**config.mk**
```make
export PLATFORM = sky130hd
export DESIGN_NAME = wol_wake_ctrl
export DESIGN_NICKNAME = d
export VERILOG_FILES = /design/src/rtl/wol_pkg.sv /design/src/rtl/wol_regs.sv /design/src/rtl/wol_matcher.sv /design/src/rtl/wol_wake_fsm.sv /design/src/rtl/wol_wake_ctrl.sv
export SDC_FILE = /design/constraint.sdc
export NUM_CORES = 1
export LEC_CHECK = 0
export BUFFER_PORTS_ARGS = -buffer_cell sky130_fd_sc_hd__buf_2
export CORE_ASPECT_RATIO = 1.2
export CORE_MARGIN = 1.5
export CORE_UTILIZATION = 45
export CTS_CLUSTER_DIAMETER = 120
export CTS_CLUSTER_SIZE = 10
export DETAILED_ROUTE_END_ITERATION = 8
export SYNTH_ARGS = -nofsm -noshare
export SYNTH_HDL_FRONTEND = slang
export SYNTH_SLANG_ARGS = --single-unit
```
**constraint.sdc**
```tcl
create_clock -name clk -period 6.9 [get_ports clk]
set_input_delay 0.345 -clock clk [delete_from_list [all_inputs] [get_ports clk]]
set_output_delay 0.345 -clock clk [all_outputs]
set_load 0.02 [all_outputs]
```
**src/rtl/wol_pkg.sv**
```systemverilog
package wol_pkg;
    localparam int MAC_BYTES = 6;
    localparam logic [7:0] SYNC_BYTE = 8'hFF;

    // Register numbers
    localparam int unsigned REG_CTRL = 26;
    localparam int unsigned REG_ADR0 = 27;
    localparam int unsigned REG_ADR1 = 28;
    localparam int unsigned REG_ADR2 = 29;
    localparam int unsigned REG_STAT = 30;
    localparam int unsigned REG_PORT = 31;

    // Field positions
    localparam int CTRL_ARM_BIT    = 10;
    localparam int CTRL_APME_BIT   = 0;
    localparam int STAT_MAGIC_BIT  = 0;
    localparam int STAT_VALID_BIT  = 8;
    localparam int PORT_ACTIVE_BIT = 4;

    typedef enum logic [1:0] {M_IDLE, M_SYNC, M_ADDR, M_HOLD} match_st_t;
    typedef enum logic [1:0] {W_IDLE, W_SEND, W_WAIT} wake_st_t;
endpackage

```
**src/rtl/wol_regs.sv**
```systemverilog
module wol_regs
    import wol_pkg::*;
#(
    parameter int REG_AW = 5
) (
    input  logic              clk,
    input  logic              rst_n,
    input  logic              wr,
    input  logic [REG_AW-1:0] addr,
    input  logic [15:0]       wdata,
    output logic [15:0]       rdata,
    input  logic              capture,
    input  logic              wake_active,
    output logic              arm,
    output logic              apm_en,
    output logic              addr_valid,
    output logic              magic_st,
    output logic [47:0]       addr48,
    output logic              clr_active
);
    logic [31:0] addr_lo;
    logic [15:0] addr_hi;

    assign addr48 = {addr_hi, addr_lo};

    assign clr_active = wr && (addr == REG_AW'(REG_PORT)) && !wdata[PORT_ACTIVE_BIT];

    always_ff @(posedge clk or negedge rst_n) begin
        if (!rst_n) begin
            arm        <= 1'b0;
            apm_en     <= 1'b0;
            addr_valid <= 1'b0;
            magic_st   <= 1'b0;
            addr_lo    <= '0;
            addr_hi    <= '0;
        end else begin
            if (wr) begin
                unique case (addr)
                    REG_AW'(REG_CTRL): begin
                        arm    <= wdata[CTRL_ARM_BIT];
                        apm_en <= wdata[CTRL_APME_BIT];
                    end
                    REG_AW'(REG_ADR0): if (arm) addr_lo[15:0]  <= wdata;
                    REG_AW'(REG_ADR1): if (arm) addr_lo[31:16] <= wdata;
                    REG_AW'(REG_ADR2): if (arm) begin
                        addr_hi    <= wdata;
                        addr_valid <= 1'b1;
                        apm_en     <= 1'b1;
                    end
                    REG_AW'(REG_STAT): if (wdata[STAT_MAGIC_BIT]) magic_st <= 1'b0;
                    default: ;
                endcase
            end
            // a capture in the same cycle as a clear wins
            if (capture) magic_st <= 1'b1;
        end
    end

    always_comb begin
        rdata = '0;
        unique case (addr)
            REG_AW'(REG_CTRL): begin
                rdata[CTRL_ARM_BIT]  = arm;
                rdata[CTRL_APME_BIT] = apm_en;
            end
            REG_AW'(REG_ADR0): rdata = addr_lo[15:0];
            REG_AW'(REG_ADR1): rdata = addr_lo[31:16];
            REG_AW'(REG_ADR2): rdata = addr_hi;
            REG_AW'(REG_STAT): begin
                rdata[STAT_MAGIC_BIT] = magic_st;
                rdata[STAT_VALID_BIT] = addr_valid;
            end
            REG_AW'(REG_PORT): rdata[PORT_ACTIVE_BIT] = wake_active;
            default: rdata = '0;
        endcase
    end
endmodule

```
**src/rtl/wol_matcher.sv**
```systemverilog
module wol_matcher
    import wol_pkg::*;
#(
    parameter int COPIES   = 16,
    parameter int SYNC_LEN = 6
) (
    input  logic        clk,
    input  logic        rst_n,
    input  logic        rx_valid,
    input  logic        rx_sof,
    input  logic        rx_eof,
    input  logic [7:0]  rx_data,
    input  logic [47:0] addr48,
    output logic        hit
);
    localparam int FF_W  = $clog2(SYNC_LEN + 1);
    localparam int IDX_W = $clog2(MAC_BYTES);
    localparam int REP_W = $clog2(COPIES);
    localparam logic [FF_W-1:0]  FF_FULL  = FF_W'(SYNC_LEN);
    localparam logic [IDX_W-1:0] IDX_LAST = IDX_W'(MAC_BYTES - 1);
    localparam logic [REP_W-1:0] REP_LAST = REP_W'(COPIES - 1);

    match_st_t          st_q, st_n, cur;
    logic [FF_W-1:0]    ff_q, ff_n, cur_ff;
    logic [IDX_W-1:0]   idx_q, idx_n;
    logic [REP_W-1:0]   rep_q, rep_n;
    logic               hit_n;
    logic [7:0]         mac_b [MAC_BYTES];

    always_comb begin
        for (int k = 0; k < MAC_BYTES; k++) mac_b[k] = addr48[8*k +: 8];
    end

    // state register
    always_ff @(posedge clk or negedge rst_n) begin
        if (!rst_n) begin
            st_q  <= M_IDLE;
            ff_q  <= '0;
            idx_q <= '0;
            rep_q <= '0;
        end else begin
            st_q  <= st_n;
            ff_q  <= ff_n;
            idx_q <= idx_n;
            rep_q <= rep_n;
        end
    end

    // output register
    always_ff @(posedge clk or negedge rst_n) begin
        if (!rst_n) hit <= 1'b0;
        else        hit <= hit_n;
    end

    always_comb begin
        st_n   = st_q;
        ff_n   = ff_q;
        idx_n  = idx_q;
        rep_n  = rep_q;
        hit_n  = 1'b0;
        cur    = st_q;
        cur_ff = ff_q;
        if (rx_valid) begin
            if (rx_sof) begin
                cur    = M_SYNC;
                cur_ff = '0;
            end
            st_n = cur;
            ff_n = cur_ff;
            unique case (cur)
                M_IDLE: ;
                M_SYNC: begin
                    if (rx_data == SYNC_BYTE) begin
                        if (cur_ff != FF_FULL) ff_n = cur_ff + FF_W'(1);
                    end else if (cur_ff == FF_FULL && rx_data == mac_b[0]) begin
                        st_n  = M_ADDR;
                        idx_n = IDX_W'(1);
                        rep_n = '0;
                        ff_n  = '0;
                    end else begin
                        ff_n = '0;
                    end
                end
                M_ADDR: begin
                    if (rx_data == mac_b[idx_q]) begin
                        if (idx_q == IDX_LAST) begin
                            idx_n = '0;
                            if (rep_q == REP_LAST) begin
                                hit_n = 1'b1;
                                st_n  = M_HOLD;
                            end else begin
                                rep_n = rep_q + REP_W'(1);
                            end
                        end else begin
                            idx_n = idx_q + IDX_W'(1);
                        end
                    end else begin
                        st_n = M_SYNC;
                        ff_n = (rx_data == SYNC_BYTE) ? FF_W'(1) : '0;
                    end
                end
                M_HOLD: ;
                default: st_n = M_IDLE;
            endcase
            if (rx_eof) st_n = M_IDLE;
        end
    end
endmodule

```
**src/rtl/wol_wake_fsm.sv**
```systemverilog
module wol_wake_fsm
    import wol_pkg::*;
#(
    parameter int RETX_CYCLES = 10_000_000
) (
    input  logic clk,
    input  logic rst_n,
    input  logic hit,
    input  logic enable,
    input  logic host_clr,
    input  logic host_rst,
    output logic capture,
    output logic wake_msg,
    output logic active
);
    localparam int TW = $clog2(RETX_CYCLES);
    localparam logic [TW-1:0] T_LAST = TW'(RETX_CYCLES - 2);

    wake_st_t      st_q, st_n;
    logic [TW-1:0] tmr_q;

    assign capture = (st_q == W_IDLE) && hit && enable && !host_clr && !host_rst;

    always_comb begin
        st_n = st_q;
        if (host_rst || host_clr) begin
            st_n = W_IDLE;
        end else begin
            unique case (st_q)
                W_IDLE: if (capture) st_n = W_SEND;
                W_SEND: st_n = W_WAIT;
                W_WAIT: if (tmr_q == T_LAST) st_n = W_SEND;
                default: st_n = W_IDLE;
            endcase
        end
    end

    // state register
    always_ff @(posedge clk or negedge rst_n) begin
        if (!rst_n) begin
            st_q  <= W_IDLE;
            tmr_q <= '0;
        end else begin
            st_q  <= st_n;
            tmr_q <= (st_q == W_WAIT && st_n == W_WAIT) ? tmr_q + TW'(1) : '0;
        end
    end

    // outputs
    always_comb begin
        wake_msg = (st_q == W_SEND);
        active   = (st_q != W_IDLE);
    end
endmodule

```
**src/rtl/wol_wake_ctrl.sv**
```systemverilog
module wol_wake_ctrl
    import wol_pkg::*;
#(
    parameter int REG_AW      = 5,
    parameter int RETX_CYCLES = 10_000_000,
    parameter int COPIES      = 16,
    parameter int SYNC_LEN    = 6
) (
    input  logic              clk,
    input  logic              rst_n,
    input  logic              reg_wr,
    input  logic [REG_AW-1:0] reg_addr,
    input  logic [15:0]       reg_wdata,
    output logic [15:0]       reg_rdata,
    input  logic              rx_valid,
    input  logic              rx_sof,
    input  logic              rx_eof,
    input  logic [7:0]        rx_data,
    input  logic              host_rst,
    output logic              wake_msg,
    output logic              mgmt_busy
);
    logic        arm, apm_en, addr_valid, magic_st;
    logic [47:0] addr48;
    logic        clr_active, capture, hit, wake_active;

    wol_regs #(.REG_AW(REG_AW)) u_regs (
        .clk(clk), .rst_n(rst_n),
        .wr(reg_wr), .addr(reg_addr), .wdata(reg_wdata), .rdata(reg_rdata),
        .capture(capture), .wake_active(wake_active),
        .arm(arm), .apm_en(apm_en), .addr_valid(addr_valid), .magic_st(magic_st),
        .addr48(addr48), .clr_active(clr_active)
    );

    wol_matcher #(.COPIES(COPIES), .SYNC_LEN(SYNC_LEN)) u_match (
        .clk(clk), .rst_n(rst_n),
        .rx_valid(rx_valid), .rx_sof(rx_sof), .rx_eof(rx_eof), .rx_data(rx_data),
        .addr48(addr48), .hit(hit)
    );

    wol_wake_fsm #(.RETX_CYCLES(RETX_CYCLES)) u_wake (
        .clk(clk), .rst_n(rst_n),
        .hit(hit), .enable(addr_valid && apm_en),
        .host_clr(clr_active), .host_rst(host_rst),
        .capture(capture), .wake_msg(wake_msg), .active(wake_active)
    );

    assign mgmt_busy = wake_active;
endmodule

```
==> impl_metrics.csv, run 1 <==
group,metric,value,unit
cts,htreeDepth,3,
critical_path,critical_path_peak_fanout,17,
placement,dp.cells,709,
critical_path,reg2reg_slack,4020,ps
job,cap_violations,0,
detailed_routing,wl,12600,um
timing,fin_ws,4020,ps
timing,setup_violations,0,
power_and_ir_drop,vdd_ir_drop_max,0.115,mV
yosys,synth-main-ff-cell,"dfrtp_1",
floorplan,row_count,43,
global_route,grt-busiest-layer,"met2",
cts,cts_buffer_depth,2,
global_route,grt_overflow_total,0,
critical_path,crit_path_end_kind,"register",
timing,rsz0062_at_grt,"no",
cts,post_cts_buffers,0,
detailed_routing,wire_per_inst,17.3,um
placement,dp_hpwl,8970,um
floorplan,die_x,102,um
critical_path,arrival,3110,ps
yosys,yosysMostFrequentCell,"dfrtp_1",
placement,portBuffers,53,
critical_path,crit_required,7130,ps
global_route,use_met3,4.38,%
final_layout,area_delta_synth_final,11.5,%
timing,fmaxAchievable,348,MHz
critical_path,crit_family,"simple AND/OR/NAND/NOR gates",
timing,hold_viol_final,0,
yosys,synth_edf_count,0,
yosys,ys_seq_area_share,42.6,%
timing,finClkSkew,9.83,ps
cts,cts_buffers,9,
floorplan,ioPinCount,54,
yosys,synthTopCellsByArea,"dfrtp_1 43%, mux2_2 10%, xnor2_1 4.9%",
yosys,syn-num-nets,571,
power_and_ir_drop,power_density,206,nW/um2
final_layout,antenna_cells,0,
floorplan,fp.dieArea,12500,um2
critical_path,path_common_cell,"o22ai_1",
placement,preCtsSetupSlack,3930,ps
timing,fin_crit_sh,41.7,%
critical_path,r2r_start,"u_match.idx_q[0]$_DFFE_PN0P_",
cts,cts_tree,"done",
global_route,grt_start_max_net_pins,68,
worst_hold_path,hold_depth,2,
timing,post-route-min-period,2880,ps
status,status,"complete, no violations",
cts,root_buffer,"clkbuf_16",
detailed_routing,drt_iter0_drc,278,
timing,worst_slew_pin_slew,1250,ps
timing,maxSlewHeadroom,16.1,%
worst_hold_path,hp-start,"reg_wdata[1]",
cts,cts.clk_slew.worst_paths,70,ps
timing,setup_tns,0,ps
worst_hold_path,whs_endpoint,"u_regs.addr_lo[17]$_DFFE_PN0P_",
yosys,yosysTopAreaCellShare,42.6,%
final_layout,n_fill_cell,1085,
final_layout,layout.nets,607,
critical_path,crit_path_max_incr_delay,820,ps
yosys,yosys_warnings,0,
placement,placed_area,5650,um2
final_layout,multi_input_area,2800,um2
yosys,synth_area_leader_cell,"dfrtp_1",
cts,worstSkewPairLatency,340,ps
power_and_ir_drop,p_leak,2.81,nW
detailed_routing,ant_nets,0,
cts,clkSinkCount,91,
detailed_routing,vias,4119,
floorplan,start_util,46.2,%
global_route,grt_pass1_wl,20300,um
detailed_routing,drc,0,
floorplan,die_h,122,um
critical_path,critPathKind,"register to register",
timing,slew_violations,0,
critical_path,crit_chain,"nand2b_1 > o22ai_1 > o22ai_1 > nor4_4 > a31oi_1 > a211o_1",
yosys,netlist_area,5350,um2
yosys,ys_ff_latch,91,
power_and_ir_drop,power,1.23,mW
global_route,grt_use_total,21.0,%
global_route,grtUsageMet1,25.0,%
critical_path,crit_slowest_cell,"dfrtp_1",
yosys,avgSynthCellArea,10.1,um2
global_route,grt_pass1_vias,4146,
final_layout,drive_gt1_share,22.7,%
critical_path,start_kind,"register",
critical_path,cp.buffers_inverters,0,
timing,fin_hold_ws,266,ps
final_layout,final_core_utilization,51.5,%
final_layout,fin_area,5960,um2
placement,gp_congestion,0.878,
cts,cts-resized-gates,0,
detailed_routing,drt_pre_antenna_iters,6,
worst_hold_path,hp-class,"input pin to register",
global_route,antenna_found_initial,0,
critical_path,timing.rr.end,"u_match.rep_q[3]$_DFFE_PN0P_",
detailed_routing,avgViaCountPerCell,5.67,
yosys,synth_cells,528,
critical_path,r2r_cells,6,
floorplan,coreArea,11600,um2
final_layout,instances_no_fill,726,
yosys,synth_common_cells,"91 x dfrtp_1, 48 x mux2_2, 42 x nor2_1",
yosys,yosysUniqueCellTypes,53,
final_layout,seqCellArea,2280,um2
cts,ctsHoldBuffers,1,
global_route,use_met2,37.1,%
yosys,async_flop_share,100,%
## registers in the layout (all words and copies together), names as in the netlist
| signal | cells |
|---|---|
| u_match.st_q | 2 |
| u_match.idx_q | 3 |
| u_regs.magic_st | 1 |
| u_match.rep_q | 4 |
| u_wake.tmr_q | 24 |
| u_match.hit | 1 |
| u_regs.arm | 1 |
| u_match.ff_q | 3 |
| u_regs.apm_en | 1 |
| u_regs.addr_valid | 1 |
| u_regs.addr_lo | 32 |
| u_regs.addr_hi | 16 |
| u_wake.st_q | 2 |
## area by class of cell
type	count	area share (%)
Inverter	23	1.45
Sequential cell	91	38.2
Clock buffer	12	4.14
Multi-Input combinational cell	382	47.0
Timing Repair Buffer	57	5.04
Tap cell	157	3.30
Clock inverter	4	0.840
## power breakdown
part	total (mW)	leakage (nW)	switching, mW	internal [mW]
sequential	0.590	1.25	0.0271	0.563
combinational	0.142	1.43	0.0775	0.0643
clock	0.495	0.139	0.205	0.290
total	1.23	2.81	0.310	0.917
## metal layers
layer / vias up / wire, um
li1: 1968 / -
met4: 0 / 208
met1: 2053 / 5200
met3: 18 / 501
met2: 80 / 6670
met5: - / 0
## cell families (layout without fill, tap and decap cells)
group                    Yosys count  after routing  share of synthesized area, %
AO/OA/AOI/OAI                     82             82                          11.3
XOR/XNOR                          46             46                          7.54
adder cells (fa/ha/maj)            7              7                          1.64
buffers and inverters             55             96                          5.17
flip-flops                        91             91                          42.6
multiplexers                      74             74                          15.0
AND/OR/NAND/NOR                  173            173                          16.8
## cell usage in the layout (no fill, tap or decap), types with 3 or more instances in the layout
| cell type | synthesis | layout |
|---|---|---|
| o21ai_0 | 15 | 15 |
| xor2_1 | 16 | 16 |
| nand2b_1 | 5 | 5 |
| nor3_1 | 11 | 9 |
| clkbuf_16 | 0 | 9 |
| nor2b_1 | 4 | 4 |
| and2_1 | 5 | 5 |
| o31ai_1 | 4 | 4 |
| and3_1 | 16 | 16 |
| inv_1 | 23 | 23 |
| nor2_1 | 42 | 42 |
| or3_1 | 7 | 7 |
| nor4_1 | 3 | 3 |
| a21oi_1 | 11 | 11 |
| buf_4 | 0 | 4 |
| nand3_1 | 15 | 15 |
| a21o_1 | 3 | 3 |
| and3b_1 | 3 | 3 |
| o22ai_1 | 12 | 12 |
| xnor2_1 | 30 | 30 |
| buf_2 | 6 | 52 |
| dfrtp_1 | 91 | 91 |
| nand2_1 | 37 | 37 |
| mux2_2 | 48 | 48 |
| a222oi_1 | 15 | 15 |
| ha_1 | 7 | 7 |
| nand4_1 | 14 | 14 |
| a31oi_1 | 3 | 3 |
| o211ai_1 | 4 | 4 |
| mux2i_1 | 26 | 26 |
## worst reg2reg max path, stage by stage, from the launching register on
cell and delay, ps:
dfrtp_1 820, nand2b_1 350, o22ai_1 190, o22ai_1 160
nor4_4 790, a31oi_1 160, a211o_1 300
## how the worst max path moves through the flow
stage | startpoint | endpoint | slack, ps | cells after the start
6_report | u_match.idx_q[0]$_DFFE_PN0P_ | u_match.rep_q[3]$_DFFE_PN0P_ | 4020 | 6
2_1_floorplan | u_match.idx_q[0]$_DFFE_PN0P_ | u_match.rep_q[2]$_DFFE_PN0P_ | 4650 | 10
5_1_grt | u_match.idx_q[0]$_DFFE_PN0P_ | u_match.rep_q[3]$_DFFE_PN0P_ | 3760 | 6
3_3_place_gp | reg_addr[2] | u_regs.addr_lo[25]$_DFFE_PN0P_ | 3950 | 5
4_1_cts | u_match.idx_q[0]$_DFFE_PN0P_ | u_match.rep_q[3]$_DFFE_PN0P_ | 4030 | 6
3_5_place_dp | reg_addr[2] | u_regs.addr_lo[29]$_DFFE_PN0P_ | 3930 | 5
Power figures use the tool's default switching activity.
==> run 2, diff against run 1 <==
--- a/config.mk
+++ b/config.mk
@@ -12,6 +12,7 @@
 export CTS_CLUSTER_DIAMETER = 120
 export CTS_CLUSTER_SIZE = 10
 export DETAILED_ROUTE_END_ITERATION = 8
+export PLACE_DENSITY = 0.66
 export SYNTH_ARGS = -nofsm -noshare
 export SYNTH_HDL_FRONTEND = slang
 export SYNTH_SLANG_ARGS = --single-unit
==> constraint.sdc (replaced) <==
create_clock -name clk -period 2.6 [get_ports clk]
set_input_delay 0.13 -clock clk [delete_from_list [all_inputs] [get_ports clk]]
set_output_delay 0.13 -clock clk [all_outputs]
set_load 0.02 [all_outputs]
==> impl_metrics.csv, run 2 (synthesis gave the netlist of run 1 again) <==
group,metric,value,unit
status,status,"complete, no violations",
power_and_ir_drop,vdd_ir_drop_max,0.339,mV
critical_path,crit_path_end_kind,"register",
critical_path,critical_path_peak_fanout,11,
power_and_ir_drop,power_density,523,nW/um2
cts,root_buffer,"clkbuf_16",
final_layout,n_fill_cell,1065,
final_layout,final_cell_mix,"91 x dfrtp_1, 52 x buf_2, 48 x mux2_2, 42 x nor2_1, 37 x nand2_1",
critical_path,timing.rr.end,"u_match.rep_q[0]$_DFFE_PN0P_",
cts,cts_buffer_depth,2,
detailed_routing,vias,4157,
final_layout,instances_no_fill,738,
timing,hold_viol_final,0,
detailed_routing,ant_nets,0,
critical_path,reg2reg_slack,170,ps
worst_hold_path,whs_endpoint,"u_regs.addr_lo[19]$_DFFE_PN0P_",
final_layout,regMostFlops,"u_regs.addr_lo",
detailed_routing,drt_pre_antenna_iters,5,
timing,fmaxAchievable,411,MHz
critical_path,crit_slowest_cell,"dfrtp_1",
worst_hold_path,hp-class,"input pin to register",
final_layout,top_regs,"u_regs.addr_lo x32, u_wake.tmr_q x24, u_regs.addr_hi x16",
timing,setup_violations,0,
global_route,grt_pass1_vias,4107,
timing,fin_crit_sh,93.5,%
placement,preCtsSetupSlack,206,ps
final_layout,final_common_cell,"dfrtp_1",
cts,worstSkewPairLatency,340,ps
placement,dp.cells,721,
global_route,grt_overflow_total,0,
global_route,grt_pass1_wl,20300,um
worst_hold_path,hp-start,"reg_wdata[3]",
global_route,antenna_found_initial,0,
final_layout,largest_reg_flops,32,
final_layout,drive_gt1_share,24.4,%
job,cap_violations,0,
critical_path,arrival,2660,ps
cts,ctsHoldBuffers,1,
cts,post_cts_buffers,0,
placement,portBuffers,53,
critical_path,r2r_start,"u_match.idx_q[0]$_DFFE_PN0P_",
worst_hold_path,hold_depth,2,
critical_path,crit_chain,"mux2i_1 > or3_1 > and3_1 > o22ai_1 > nor4_4 > buf_4 > and2_1 > o211a_1",
detailed_routing,wire_per_inst,16.8,um
floorplan,row_count,43,
final_layout,layout.nets,619,
critical_path,critPathKind,"register to register",
timing,worst_slew_pin_slew,555,ps
detailed_routing,drc,0,
detailed_routing,avgViaCountPerCell,5.63,
cts,cts-resized-gates,0,
timing,rsz0062_at_grt,"no",
floorplan,fp.dieArea,12500,um2
timing,setup_tns,0,ps
global_route,grt_use_total,21.0,%
cts,cts_buffers,9,
timing,maxSlewHeadroom,62.7,%
floorplan,ioPinCount,54,
timing,slew_violations,0,
placement,placed_area,5780,um2
cts,htreeDepth,3,
final_layout,antenna_cells,0,
timing,post-route-min-period,2430,ps
final_layout,fin_area,6070,um2
floorplan,coreArea,11600,um2
timing,fin_ws,168,ps
floorplan,die_x,102,um
timing,fin_hold_ws,45.2,ps
global_route,grt_start_max_net_pins,92,
detailed_routing,drt_iter0_drc,249,
floorplan,start_util,46.2,%
detailed_routing,wl,12400,um
critical_path,r2r_cells,8,
timing,finClkSkew,6.53,ps
final_layout,area_delta_synth_final,13.5,%
cts,cts.clk_slew.worst_paths,70,ps
placement,dp_hpwl,9050,um
cts,cts_tree,"done",
critical_path,crit_required,2830,ps
placement,gp_congestion,0.905,
power_and_ir_drop,p_leak,2.88,nW
cts,clkSinkCount,91,
floorplan,die_h,122,um
critical_path,start_kind,"register",
critical_path,crit_path_max_incr_delay,680,ps
==> run 2: worst max-delay path, delay by kind of cell (launching register included) <==
| kind | cells | cell delay (ps) |
|---|---|---|
| simple gates | 4 | 780 |
| flops | 1 | 680 |
| compound gates | 2 | 500 |
| buf+inv | 1 | 180 |
| mux | 1 | 170 |
==> run 2: final cells by class <==
type | instances | area [um2] | area share [%]
Tap cell | 157 | 196 | 3.24
Inverter | 23 | 86.3 | 1.42
Clock inverter | 5 | 36.3 | 0.598
Clock buffer | 11 | 243 | 4.00
Timing Repair Buffer | 69 | 428 | 7.05
Multi-Input combinational cell | 382 | 2800 | 46.2
Sequential cell | 91 | 2280 | 37.5
==> run 2: how the worst max path moves through the flow <==
stage / start / to / slack, ps / cells after the start
after global routing: u_match.idx_q[0]$_DFFE_PN0P_ / u_match.rep_q[3]$_DFFE_PN0P_ / 2 / 8
after detailed placement: u_match.idx_q[0]$_DFFE_PN0P_ / u_match.rep_q[0]$_DFFE_PN0P_ / 210 / 8
after floorplan: u_match.idx_q[0]$_DFFE_PN0P_ / u_match.rep_q[2]$_DFFE_PN0P_ / 350 / 10
after global placement: u_match.idx_q[0]$_DFFE_PN0P_ / u_match.ff_q[1]$_DFFE_PN0P_ / 280 / 7
final: u_match.idx_q[0]$_DFFE_PN0P_ / u_match.rep_q[0]$_DFFE_PN0P_ / 170 / 8
after CTS: u_match.idx_q[0]$_DFFE_PN0P_ / u_match.rep_q[0]$_DFFE_PN0P_ / 190 / 8
==> run 2: report_power, final <==
part	leakage [nW]	internal, mW	switching (mW)
clock network	0.128	0.676	0.548
logic	1.50	0.177	0.206
registers	1.25	1.49	0.0736
total	2.88	2.35	0.828
==> run 2: metrics by stage <==
stage / util (%) / power (mW)
final: 52.5 / 3.17
after global routing: 52.5 / 3.32
after detailed placement: 50.0 / 1.98
after global placement: 50.0 / 1.96
after CTS: 52.5 / 3.21
after floorplan: - / 1.82
==> run 2: layer usage <==
layer / global-route usage (%) / vias to the layer above / wire length (um) / share of wire [%]
met2: 36.2 / 80 / 6450 / 52
met5: 0 / - / 0 / 0
met3: 3.59 / 13 / 388 / 3.1
li1: - / 1992 / - / -
met1: 26.1 / 2072 / 5370 / 43
met4: 8.30 / 0 / 205 / 1.7
